===== src/rtl/cmdsts_pkg.sv =====
package cmdsts_pkg;
  typedef enum logic [1:0] {
    CMD_NONE = 2'b00,
    CMD_MRD  = 2'b01,
    CMD_MWR  = 2'b10,
    CMD_IO   = 2'b11
  } in_cmd_e;

  localparam int DW        = 32;
  localparam int BEW       = DW / 8;
  localparam int B_MSE     = 1;
  localparam int B_BME     = 2;
  localparam int B_INTDIS  = 10;
  localparam int B_ISTAT   = 19;
  localparam int B_CAP     = 20;
  localparam int B_E_INCA  = 27;
  localparam int B_E_CA    = 28;
  localparam int B_E_UR    = 29;
  localparam int NERR      = 3;
endpackage


===== src/rtl/cmdsts_regs.sv =====
module cmdsts_regs
  import cmdsts_pkg::*;
(
  input  logic            clk,
  input  logic            rst_n,
  input  logic            wr,
  input  logic [BEW-1:0]  be,
  input  logic [DW-1:0]   wdata,
  input  logic [NERR-1:0] err_set,   // [2]=ur [1]=ca [0]=inbound ca
  output logic            mse,
  output logic            bme,
  output logic            intdis,
  output logic [NERR-1:0] err
);
  localparam int LANE_MSE = B_MSE / 8;
  localparam int LANE_BME = B_BME / 8;
  localparam int LANE_DIS = B_INTDIS / 8;
  localparam int LANE_ERR = B_E_INCA / 8;

  logic            mse_d, bme_d, dis_d;
  logic [NERR-1:0] err_d;
  logic [NERR-1:0] clr;
  logic            ctl_en;

  assign ctl_en = wr;

  always_comb begin
    mse_d = mse;
    bme_d = bme;
    dis_d = intdis;
    if (ctl_en && be[LANE_MSE]) mse_d = wdata[B_MSE];
    if (ctl_en && be[LANE_BME]) bme_d = wdata[B_BME];
    if (ctl_en && be[LANE_DIS]) dis_d = wdata[B_INTDIS];
  end

  always_comb begin
    clr   = (wr && be[LANE_ERR]) ? wdata[B_E_UR:B_E_INCA] : '0;
    err_d = (err & ~clr) | err_set;  // hardware set has priority
  end

  always_ff @(posedge clk or negedge rst_n) begin
    if (!rst_n) begin
      mse    <= 1'b0;
      bme    <= 1'b0;
      intdis <= 1'b0;
    end else if (ctl_en) begin
      mse    <= mse_d;
      bme    <= bme_d;
      intdis <= dis_d;
    end
  end

  always_ff @(posedge clk or negedge rst_n) begin
    if (!rst_n) err <= '0;
    else        err <= err_d;
  end
endmodule


===== src/rtl/cmdsts_irq.sv =====
module cmdsts_irq #(
  parameter int IRQ_W = 4
) (
  input  logic             clk,
  input  logic             rst_n,
  input  logic [IRQ_W-1:0] ier,
  input  logic [IRQ_W-1:0] iir,
  input  logic             intdis,
  input  logic             bme,
  output logic             istat,
  output logic             asrt_msg,
  output logic             deas_msg,
  output logic             msi
);
  logic line_q, line_d;
  logic cond_q;
  logic asrt_d, deas_d, msi_d;
  logic gated;

  assign istat = |(ier & iir);
  assign gated = istat & ~intdis;

  always_comb begin
    line_d = gated;
    asrt_d = gated & ~line_q;
    deas_d = ~gated & line_q;
    msi_d  = istat & ~cond_q & bme;
  end

  always_ff @(posedge clk or negedge rst_n) begin
    if (!rst_n) begin
      line_q   <= 1'b0;
      cond_q   <= 1'b0;
      asrt_msg <= 1'b0;
      deas_msg <= 1'b0;
      msi      <= 1'b0;
    end else begin
      line_q   <= line_d;
      cond_q   <= istat;
      asrt_msg <= asrt_d;
      deas_msg <= deas_d;
      msi      <= msi_d;
    end
  end
endmodule


===== src/rtl/cmdsts_dec.sv =====
module cmdsts_dec
  import cmdsts_pkg::*;
#(
  parameter int ADDR_W    = 32,
  parameter int MATCH_LSB = 22
) (
  input  logic              mse,
  input  logic              valid,
  input  logic [1:0]        cmd,
  input  logic [ADDR_W-1:0] addr,
  input  logic [ADDR_W-1:0] bar,
  output logic              claim
);
  logic is_mem, hit;

  always_comb begin
    is_mem = (cmd == CMD_MRD) || (cmd == CMD_MWR);
    hit    = (addr[ADDR_W-1:MATCH_LSB] == bar[ADDR_W-1:MATCH_LSB]);
    claim  = mse & valid & is_mem & hit;
  end
endmodule


===== src/rtl/cam_cmdsts_reg.sv =====
module cam_cmdsts_reg
  import cmdsts_pkg::*;
#(
  parameter int IRQ_W     = 4,
  parameter int ADDR_W    = 32,
  parameter int MATCH_LSB = 22
) (
  input  logic              clk,
  input  logic              rst_n,
  input  logic              cfg_wr,
  input  logic [3:0]        cfg_be,
  input  logic [31:0]       cfg_wdata,
  output logic [31:0]       cfg_rdata,
  input  logic              ev_ur,
  input  logic              ev_ca,
  input  logic              ev_in_ca,
  input  logic [IRQ_W-1:0]  irq_en,
  input  logic [IRQ_W-1:0]  irq_id,
  output logic              intx_assert_msg,
  output logic              intx_deassert_msg,
  output logic              msi_req,
  input  logic              in_valid,
  input  logic [1:0]        in_cmd,
  input  logic [ADDR_W-1:0] in_addr,
  input  logic [ADDR_W-1:0] bar_base,
  output logic              in_claim
);
  logic            mse, bme, intdis, istat;
  logic [NERR-1:0] err;

  cmdsts_regs u_regs (
    .clk     (clk),
    .rst_n   (rst_n),
    .wr      (cfg_wr),
    .be      (cfg_be),
    .wdata   (cfg_wdata),
    .err_set ({ev_ur, ev_ca, ev_in_ca}),
    .mse     (mse),
    .bme     (bme),
    .intdis  (intdis),
    .err     (err)
  );

  cmdsts_irq #(.IRQ_W(IRQ_W)) u_irq (
    .clk      (clk),
    .rst_n    (rst_n),
    .ier      (irq_en),
    .iir      (irq_id),
    .intdis   (intdis),
    .bme      (bme),
    .istat    (istat),
    .asrt_msg (intx_assert_msg),
    .deas_msg (intx_deassert_msg),
    .msi      (msi_req)
  );

  cmdsts_dec #(.ADDR_W(ADDR_W), .MATCH_LSB(MATCH_LSB)) u_dec (
    .mse   (mse),
    .valid (in_valid),
    .cmd   (in_cmd),
    .addr  (in_addr),
    .bar   (bar_base),
    .claim (in_claim)
  );

  always_comb begin
    cfg_rdata                   = '0;
    cfg_rdata[B_MSE]            = mse;
    cfg_rdata[B_BME]            = bme;
    cfg_rdata[B_INTDIS]         = intdis;
    cfg_rdata[B_ISTAT]          = istat;
    cfg_rdata[B_CAP]            = 1'b1;
    cfg_rdata[B_E_UR:B_E_INCA]  = err;
  end
endmodule


===== config.mk =====
export PLATFORM = sky130hd
export DESIGN_NAME = cam_cmdsts_reg
export DESIGN_NICKNAME = d
export VERILOG_FILES = /design/src/rtl/cmdsts_pkg.sv /design/src/rtl/cmdsts_regs.sv /design/src/rtl/cmdsts_irq.sv /design/src/rtl/cmdsts_dec.sv /design/src/rtl/cam_cmdsts_reg.sv
export SDC_FILE = /design/constraint.sdc
export NUM_CORES = 1
export LEC_CHECK = 0
export ABC_AREA = 0
export BUFFER_PORTS_ARGS = -buffer_cell sky130_fd_sc_hd__buf_2
export CAP_MARGIN = 20
export CORE_MARGIN = 10
export CORE_UTILIZATION = 26
export DETAILED_ROUTE_END_ITERATION = 16
export PLACE_DENSITY_LB_ADDON = 0.08
export RECOVER_POWER = 100
export SLEW_MARGIN = 20
export SYNTH_ARGS = -nofsm -noshare
export SYNTH_HDL_FRONTEND = slang
export SYNTH_SLANG_ARGS = --single-unit

===== constraint.sdc =====
create_clock -name clk -period 2 [get_ports clk]
set_input_delay 0.4 -clock clk [delete_from_list [all_inputs] [get_ports clk]]
set_output_delay 0.4 -clock clk [all_outputs]
set_load 0.005 [all_outputs]

Yosys cells after proc, flatten, opt, wreduce, memory -nomap -nowiden
Cells that the tools add are included.

Logic and storage cells: 36. Bits of input ports: 117. Flip-flop bits (word level): 11.

Reduce and logical (&&, ||, !) cells: 7. Equality and inequality tests: 3. Multiplexer cells: 1. Bitwise logic cells: 16.

Operator list (number): $eq 10x10->1 (1); $and 1x1->1 (8); $and 4x4->4 (1); $not 1->1 (4); $reduce_and 2->1 (2); $reduce_or 4->1 (1); $and 3x3->3 (1); $logic_and 1x1->1 (3); $mux 3 (1); $not 3->3 (1); $or 3x3->3 (1); $eq 2x1->1 const B (1); $eq 2x2->1 const B (1); $logic_or 1x1->1 (1).

Logic depth before layout (Yosys ltp)
Gate-level depths: netlist of the first run.

Depth after elaboration: 5. Gate-level depth with buffers: 4.

Hierarchy
Synthesis of the first run repeated with hierarchy kept, for this count alone.

Cell total of the unflattened synthesis: 77. Area total of the unflattened synthesis: 790.8 µm².

By module, submodules not included: cmdsts_regs (seq. area each 150.1 µm², cells an instance 17, area each 235.2 µm², instances 1); cam_cmdsts_reg (seq. area each 0.0 µm², cells an instance 31, area each 225.2 µm², instances 1); cmdsts_irq (seq. area each 125.1 µm², cells an instance 13, area each 200.2 µm², instances 1); cmdsts_dec (seq. area each 0.0 µm², cells an instance 16, area each 130.1 µm², instances 1).

Worst setup path after synthesis of the first run
Ideal clock, no wire load.

Path type: input to output. Start: in irq_en[0]. End: out cfg_rdata[19]. Required time: 1600 ps. Path slack: 670 ps. Arrival: 930 ps. Stages on the path: 4. Path through: a22oi_1 > and2_1 > inv_1 > buf_4.

Cells in the longest elaborated chain, start to end: 2.

Ends and longest elaborated chain: from (decl) (line cam_cmdsts_reg.sv:17) `input logic [IRQ_W-1:0] irq_en,`; $and 4x4->4 (line cmdsts_irq.sv:20) `assign istat = |(ier & iir);`; $reduce_or 4->1 (line cmdsts_irq.sv:20); to (decl) (line cam_cmdsts_reg.sv:13) `output logic [31:0] cfg_rdata,`.

Every way passes these cells.

Worst setup path after layout of the first run
Start: in bar_base[23]. End: out in_claim.

Cells in the longest elaborated chain, start to end: 2.

Ends and longest elaborated chain: from (decl) (line cam_cmdsts_reg.sv:25) `input logic [ADDR_W-1:0] bar_base,`; $eq 10x10->1 (line cmdsts_dec.sv:18) `hit = (addr[ADDR_W-1:MATCH_LSB] == bar[ADDR_W-1:MATCH_LSB]);`; $and 1x1->1 (line cmdsts_dec.sv:19) `claim = mse & valid & is_mem & hit;`; to (decl) (line cam_cmdsts_reg.sv:26) `output logic in_claim`.

Every way passes these cells.

==> summary.txt, run 1 <==
CTS
  – TritonCTS clock tree: yes
  – TritonCTS Sinks: 11
  – Reg clk slew, reported paths: 70 ps
  – CTS Buffer Depth: 2
  – Worst skew pair latency: 260 ps
  – Clk root buf: clkbuf_4
  – CTS buffer count: 3
  – H-tree depth: 1

Route
  – WL final: 2190 um
  – Detail Route Antenna Nets: 0
  – Number of remaining DRC errors: 0
  – Via count: 645
  – Drt first-iter violations: 3
  – WL/cell: 13.4 um
  – First-pass DRT Iterations: 2
  – Vias per Instance: 3.96

Run status
  – Outcome: complete, no violations

Final layout
  – Nets: 250
  – Synth-to-Final Area Change: 27.6%
  – Fin cells: 163
  – Filler cells: 312
  – Ant diodes: 0
  – Ratio of cells with drive above 1 in the final layout: 38.6%

STA
  – Final setup viols: 0
  – Period utilization: 78.0%
  – Hold WS: 315 ps
  – Clock skew: 0.363 ps
  – Worst-margin pin slew: 621 ps
  – Final hold vios: 0
  – Slew headroom: 58.6%
  – Setup TNS: 0 ps
  – Tmin final: 1560 ps
  – Fin. max-slew vios: 0
  – Fmax: 641 MHz
  – RSZ-0062 raised after global routing: no

Die
  – Die Ht: 74 um
  – Row Count: 19
  – Total die area: 5480 um^2
  – Core box area: 2780 um^2
  – IO Pins: 153
  – Initial Utilization: 27.3%
  – Die Span X: 74 um

Critical path
  – Worst r2r src: u_regs.intdis$_DFFE_PN0P_
  – CP Max Fanout: 1
  – Flop2flop setup slack: 1210 ps
  – Crit path DAT: 1160 ps
  – Worst reg2reg path depth: 1
  – Nature of the critical path startpoint: primary input
  – R2R Path End: u_regs.intdis$_DFFE_PN0P_
  – Crit Path Class: primary input to output pin
  – Crit end category: output pin
  – Worst EP required: 1600 ps

Synth
  – Mapped Cells: 77
  – Post-synthesis register bit count: 11
  – Top cells by count, synth: buf_4, dfrtp_1, xnor2_1
  – Synth unique cells: 18
  – Ranking of synthesized cells by area: dfrtp_1, buf_4, xnor2_1
  – Largest area contributor in the netlist: dfrtp_1
  – Prevailing post-synth register cell: dfrtp_1
  – Syn. warnings: 0
  – Sequential element share of the synthesized area: 36.3%
  – Mean Syn Cell Area: 9.85 um^2
  – Most frequent cell after synthesis: buf_4
  – Mapped Area: 758 um^2
  – Ys async rst share: 100%
  – Post-synth top area share: 36.3%
  – Post-synth EDFFs: 0

Global routing
  – Total Routing Usage GR: 7.42%
  – Initial antenna violation count: 0
  – First-pass GRT wire length: 3250 um
  – Largest net degree at the start of global routing: 12
  – Gr ovfl total: 0
  – Number of global-route vias before repair: 745

Pwr
  – P_sw: 154 uW
  – LEAKAGE: 0.489 nW
  – Gate power share: 25.5%
  – Peak supply drop: 361 uV
  – Pwr Density: 565 nW/um^2
  – Flop pwr share: 47.4%
  – Switching Share: 28.2%
  – Final Power: 547 uW
  – Clock power share: 27.2%
  – Int Pwr: 393 uW

Job
  – Max Cap Viol: 0

Min path
  – Hold EP: u_regs.err[2]$_DFF_PN0_
  – WHS Path Cells: 2
  – Min-delay worst type: primary input to register
  – HP Start: ev_ur

Placed design
  – GPL Wtd Cong: 0.699
  – Placed insts: 158
  – Post-detail-place hpwl: 2000 um
  – Port-buffer cells: 56
-- power groups by stage --
stage	combinational (mW)	sequential, mW	clock (mW)
floorplan	0.110	0.262	0
global placement	0.143	0.262	0
detailed placement	0.145	0.263	0
CTS	0.147	0.259	0.157
global route	0.159	0.263	0.176
finish	0.139	0.259	0.149
-- flip-flops by register name, indices dropped and copies added (netlist names) --
| name | cells |
|---|---|
| u_regs.err | 3 |
| u_irq.cond_q | 1 |
| u_regs.intdis | 1 |
| u_irq.msi | 1 |
| u_irq.deas_msg | 1 |
| u_irq.asrt_msg | 1 |
| u_regs.mse | 1 |
| u_irq.line_q | 1 |
| u_regs.bme | 1 |
-- cell usage in the layout, fill, tap and decap left out, types with 2 or more instances in the layout --
master    count
mux2_2        3
nand4_1       2
clkbuf_1     13
nand3_1       4
conb_1       25
buf_2        43
clkbuf_4      3
dfrtp_1      11
nand2_1       3
xnor2_1      10
a22oi_1       2
a21o_1        3
-- area by class of cell --
type	count	area (um^2)	share of cell area (%)
inverters	1	3.75	0.388
repair buffers	57	274	28.3
multi-input cells	59	348	36.0
flip-flops and latches	11	275	28.5
clock buffers	3	22.5	2.33
clock inverters	1	5.00	0.517
well taps	31	38.8	4.01
-- per-stage QoR --
stage / utilization [%] / area [um^2] / setup slack (ps)
floorplan: - / 845 / 670
global placement: 34.0 / 946 / 443
detailed placement: 34.0 / 946 / 411
CTS: 35.4 / 983 / 413
global route: 34.8 / 967 / 342
finish: 34.8 / 967 / 441
-- how the worst max path moves through the flow --
stage / to / start / cells after the start / slack, ps
global placement: in_claim / bar_base[23] / 5 / 440
floorplan: cfg_rdata[19] / irq_en[0] / 4 / 670
finish: in_claim / bar_base[23] / 5 / 440
detailed placement: in_claim / bar_base[23] / 5 / 410
CTS: in_claim / bar_base[23] / 5 / 410
global route: cfg_rdata[19] / irq_en[0] / 5 / 340
-- logic make-up (layout without fill, tap and decap cells) --
logic type / after synthesis / in the layout / synth area share, %
AOI/OAI and AO/OA: 6 / 6 / 5.61
xor gates and xnor gates: 11 / 11 / 12.7
buffers and inverters: 30 / 62 / 29.2
DFF: 11 / 11 / 36.3
muxes: 3 / 3 / 4.46
other: 2 / 25 / 0.990
and+or+nand+nor: 14 / 14 / 10.7
-- metal layers --
layer	GRT usage (%)	wire length, um	vias to the layer above
met4	3.11	0	0
li1	-	-	308
met2	11.1	849	60
met5	0	0	-
met1	7.65	807	277
met3	5.72	527	0
-- critical path: stages --
cell and delay (ps):
buf_2 100, xnor2_1 170, nand4_1 130, nor4_2 210
clkbuf_1 140
-- what timing repair did --
action,4_1_cts,5_1_grt
buffers inserted,0,0
resized for setup,0,0
hold endpoints to repair,7,0
setup endpoints to repair,0,0
hold buffers,1,0
No activity file was read; power rests on OpenSTA's default activity.
==> inputs of run 2 (changes only) <==
ABC_AREA = 1   (was 0)
CORE_UTILIZATION = 24   (was 26)
clock period = 1.3 ns   (was 2 ns; I/O delays follow)
==> summary.txt, run 2 <==
Global routing
  – First-pass GRT wire length: 3710 um (+14%)
  – Gr ovfl total: 0 (unchanged)
  – Initial antenna violation count: 0 (unchanged)
  – Number of global-route vias before repair: 880 (+18%)
  – Largest net degree at the start of global routing: 12 (unchanged)
  – Total Routing Usage GR: 7.11% (-0.31 points)

Synth
  – Mapped Area: 841 um^2 (+11%)
  – Prevailing post-synth register cell: dfrtp_1
  – Mean Syn Cell Area: 7.31 um^2 (-26%)
  – Synth unique cells: 16 (-2)
  – Post-synth EDFFs: 0 (unchanged)
  – Sequential element share of the synthesized area: 32.7% (-3.6 points)
  – Syn. warnings: 0 (unchanged)
  – Ys async rst share: 100% (unchanged)
  – Top cells by count, synth: buf_4, nand2_1, inv_1
  – Ranking of synthesized cells by area: dfrtp_1, buf_4, nand2_1
  – Mapped Cells: 115 (+49%)
  – Post-synthesis register bit count: 11 (unchanged)
  – Largest area contributor in the netlist: dfrtp_1
  – Post-synth top area share: 32.7% (-3.6 points)
  – Most frequent cell after synthesis: buf_4

Final layout
  – Nets: 289 (+16%)
  – Filler cells: 399 (+28%)
  – Synth-to-Final Area Change: 28.7%
  – Ant diodes: 0 (unchanged)
  – Most flops, register: u_regs.err
  – Most frequent cells in the layout: buf_2, nand2_1, conb_1
  – Fin cells: 217 (+33%)
  – Max reg flops: 3 (unchanged)
  – Ratio of cells with drive above 1 in the final layout: 31.0% (-7.6 points)
  – FF+latch area: 275 um^2 (unchanged)
  – Area of the multi-input gates: 369 um^2 (+6.1%)
  – Most common cell after layout, fill and taps aside: buf_2

Route
  – First-pass DRT Iterations: 4 (+2)
  – Vias per Instance: 3.53 (-11%)
  – Detail Route Antenna Nets: 0 (unchanged)
  – Drt first-iter violations: 8 (+5)
  – WL/cell: 10.8 um (-20%)
  – Number of remaining DRC errors: 0 (unchanged)
  – WL final: 2340 um (+7.1%)
  – Via count: 765 (+19%)

Critical path
  – CP Max Fanout: 2 (+1)
  – Crit path DAT: 1140 ps (-20 ps)
  – Most Frequent Cell on Critical Path: nand2_1
  – Crit-path cells: nand2_1, nor2_2, nand2_1, nor2_1, nand2_1, nor2_1, buf_2
  – CP max stage delay: 350 ps (+140 ps)
  – Worst EP required: 1040 ps (-560 ps)
  – Crit Path Class: register to output pin
  – CP max-delay cell: dfrtp_1
  – Crit end category: output pin
  – Nature of the critical path startpoint: register

Job
  – Max Cap Viol: 0 (unchanged)

STA
  – Worst-margin pin slew: 627 ps (+5.30 ps)
  – Fin worst setup slack: -102 ps (-543 ps)
  – Slew headroom: 58.2% (-0.35 points)
  – Period utilization: 108%
  – Fmax: 713 MHz
  – Tmin final: 1400 ps
  – Clock skew: 3.30 ps (+2.94 ps)
  – Fin. max-slew vios: 0 (unchanged)
  – Final hold vios: 0 (unchanged)
  – Final setup viols: 1 (+1)
  – RSZ-0062 raised after global routing: yes

Pwr
  – Peak supply drop: 414 uV (+15%)
  – LEAKAGE: 0.646 nW (+32%)
  – Final Power: 856 uW (+57%)
  – Pwr Density: 791 nW/um^2 (+40%)

Die
  – Row Count: 21 (+2)
  – Die Ht: 79.2 um (+7.0%)
  – IO Pins: 153 (unchanged)
  – Initial Utilization: 25.0% (-2.3 points)
  – Total die area: 6270 um^2 (+15%)
  – Die Span X: 79.2 um (+7.0%)
  – Core box area: 3360 um^2 (+21%)

Placed design
  – Post-detail-place hpwl: 2110 um (+5.2%)
  – GPL Wtd Cong: 0.729 (+4.3%)
  – Placed insts: 211 (+34%)
  – DP Worst Slack: 102 ps (-309 ps)
  – Port-buffer cells: 56 (unchanged)

CTS
  – Worst skew pair latency: 260 ps (about the same)
  – Clk root buf: clkbuf_4
  – H-tree depth: 1 (unchanged)
  – TritonCTS clock tree: yes
  – TritonCTS Sinks: 11 (unchanged)
  – CTS buffer count: 3 (unchanged)
  – Reg clk slew, reported paths: 70 ps (about the same)
  – CTS Buffer Depth: 2 (unchanged)

Run status
  – Failing checks: negative setup slack
  – Outcome: finished, violations left

Min path
  – Min-delay worst type: primary input to register
[run 2: layout make-up]
cell class	instances	area share, %
Sequential cell	11	25.4
Clock buffer	4	2.43
Multi-Input combinational cell	80	34.1
Inverter	18	6.24
Tap cell	46	5.32
Timing Repair Buffer	58	26.5
[run 2: path summary, 6_finish.rpt]
| check | cells after the start | slack [ps] | endpoint | from |
|---|---|---|---|---|
| min in group asynchronous | 2 | 530 | u_regs.err[2]$_DFF_PN0_ | rst_n |
| worst min-delay path | 2 | 170 | u_regs.err[1]$_DFF_PN0_ | ev_ca |
| worst min register to register | 1 | 390 | u_irq.msi$_DFF_PN0_ | u_irq.cond_q$_DFF_PN0_ |
| worst max register to register | 2 | 400 | u_regs.mse$_DFFE_PN0P_ | u_regs.mse$_DFFE_PN0P_ |
| max in group asynchronous | 2 | 370 | u_irq.cond_q$_DFF_PN0_ | rst_n |
| worst max-delay path | 7 | -100 | in_claim | u_regs.mse$_DFFE_PN0P_ |
[run 2: timing repair]
item | 4_1_cts | 5_1_grt
pin swaps | 3 | 1
buffers inserted | 1 | 0
endpoints found under the hold margin | 11 | 0
hold buffers | 1 | 0
setup endpoints to repair | 1 | 1
gates resized for setup | 0 | 1
[run 2: stage by stage]
| step | util (%) | TNS, ps | instance area, um^2 | hold WS, ps |
|---|---|---|---|---|
| final | 32.2 | -102 | 1080 | 169 |
| after global routing | 32.2 | -246 | 1080 | 162 |
| after CTS | 32.4 | -121 | 1090 | 153 |
| after detailed placement | 31.1 | 0 | 1050 | 156 |
| after global placement | 31.1 | 0 | 1050 | 145 |
| after floorplan | - | 0 | 927 | -35.6 |
[run 2: cells by family after synthesis]
group | after synthesis | synth area share (%)
buffers and inverters | 47 | 33.9
AND/OR/NAND/NOR | 43 | 20.5
flip-flops | 11 | 32.7
AO/OA/AOI/OAI | 5 | 4.02
XOR/XNOR | 5 | 5.21
multiplexers | 2 | 2.68
other | 2 | 0.893
[run 2: where the power goes]
group          internal, mW  total, mW  switching (mW)
combinational         0.114      0.230           0.116
clock                 0.119      0.233           0.114
sequential            0.376      0.394          0.0181
[run 2: routing by layer]
layer  vias to the layer above  routed length [um]  GRT usage (%)  share of wire (%)
met5                         -                   0              0                  0
met4                         0                   8           3.23               0.34
met3                         2                 396           4.95                 17
met2                        55                 951           11.0                 41
met1                       307                 983           7.22                 42
li1                        401                   -              -                  -
[run 2: worst max-delay path, delay by kind of cell (launching register included)]
family / cells / cell delay, ps
simple gates: 6 / 410
flops: 1 / 350
buf+inv: 1 / 120
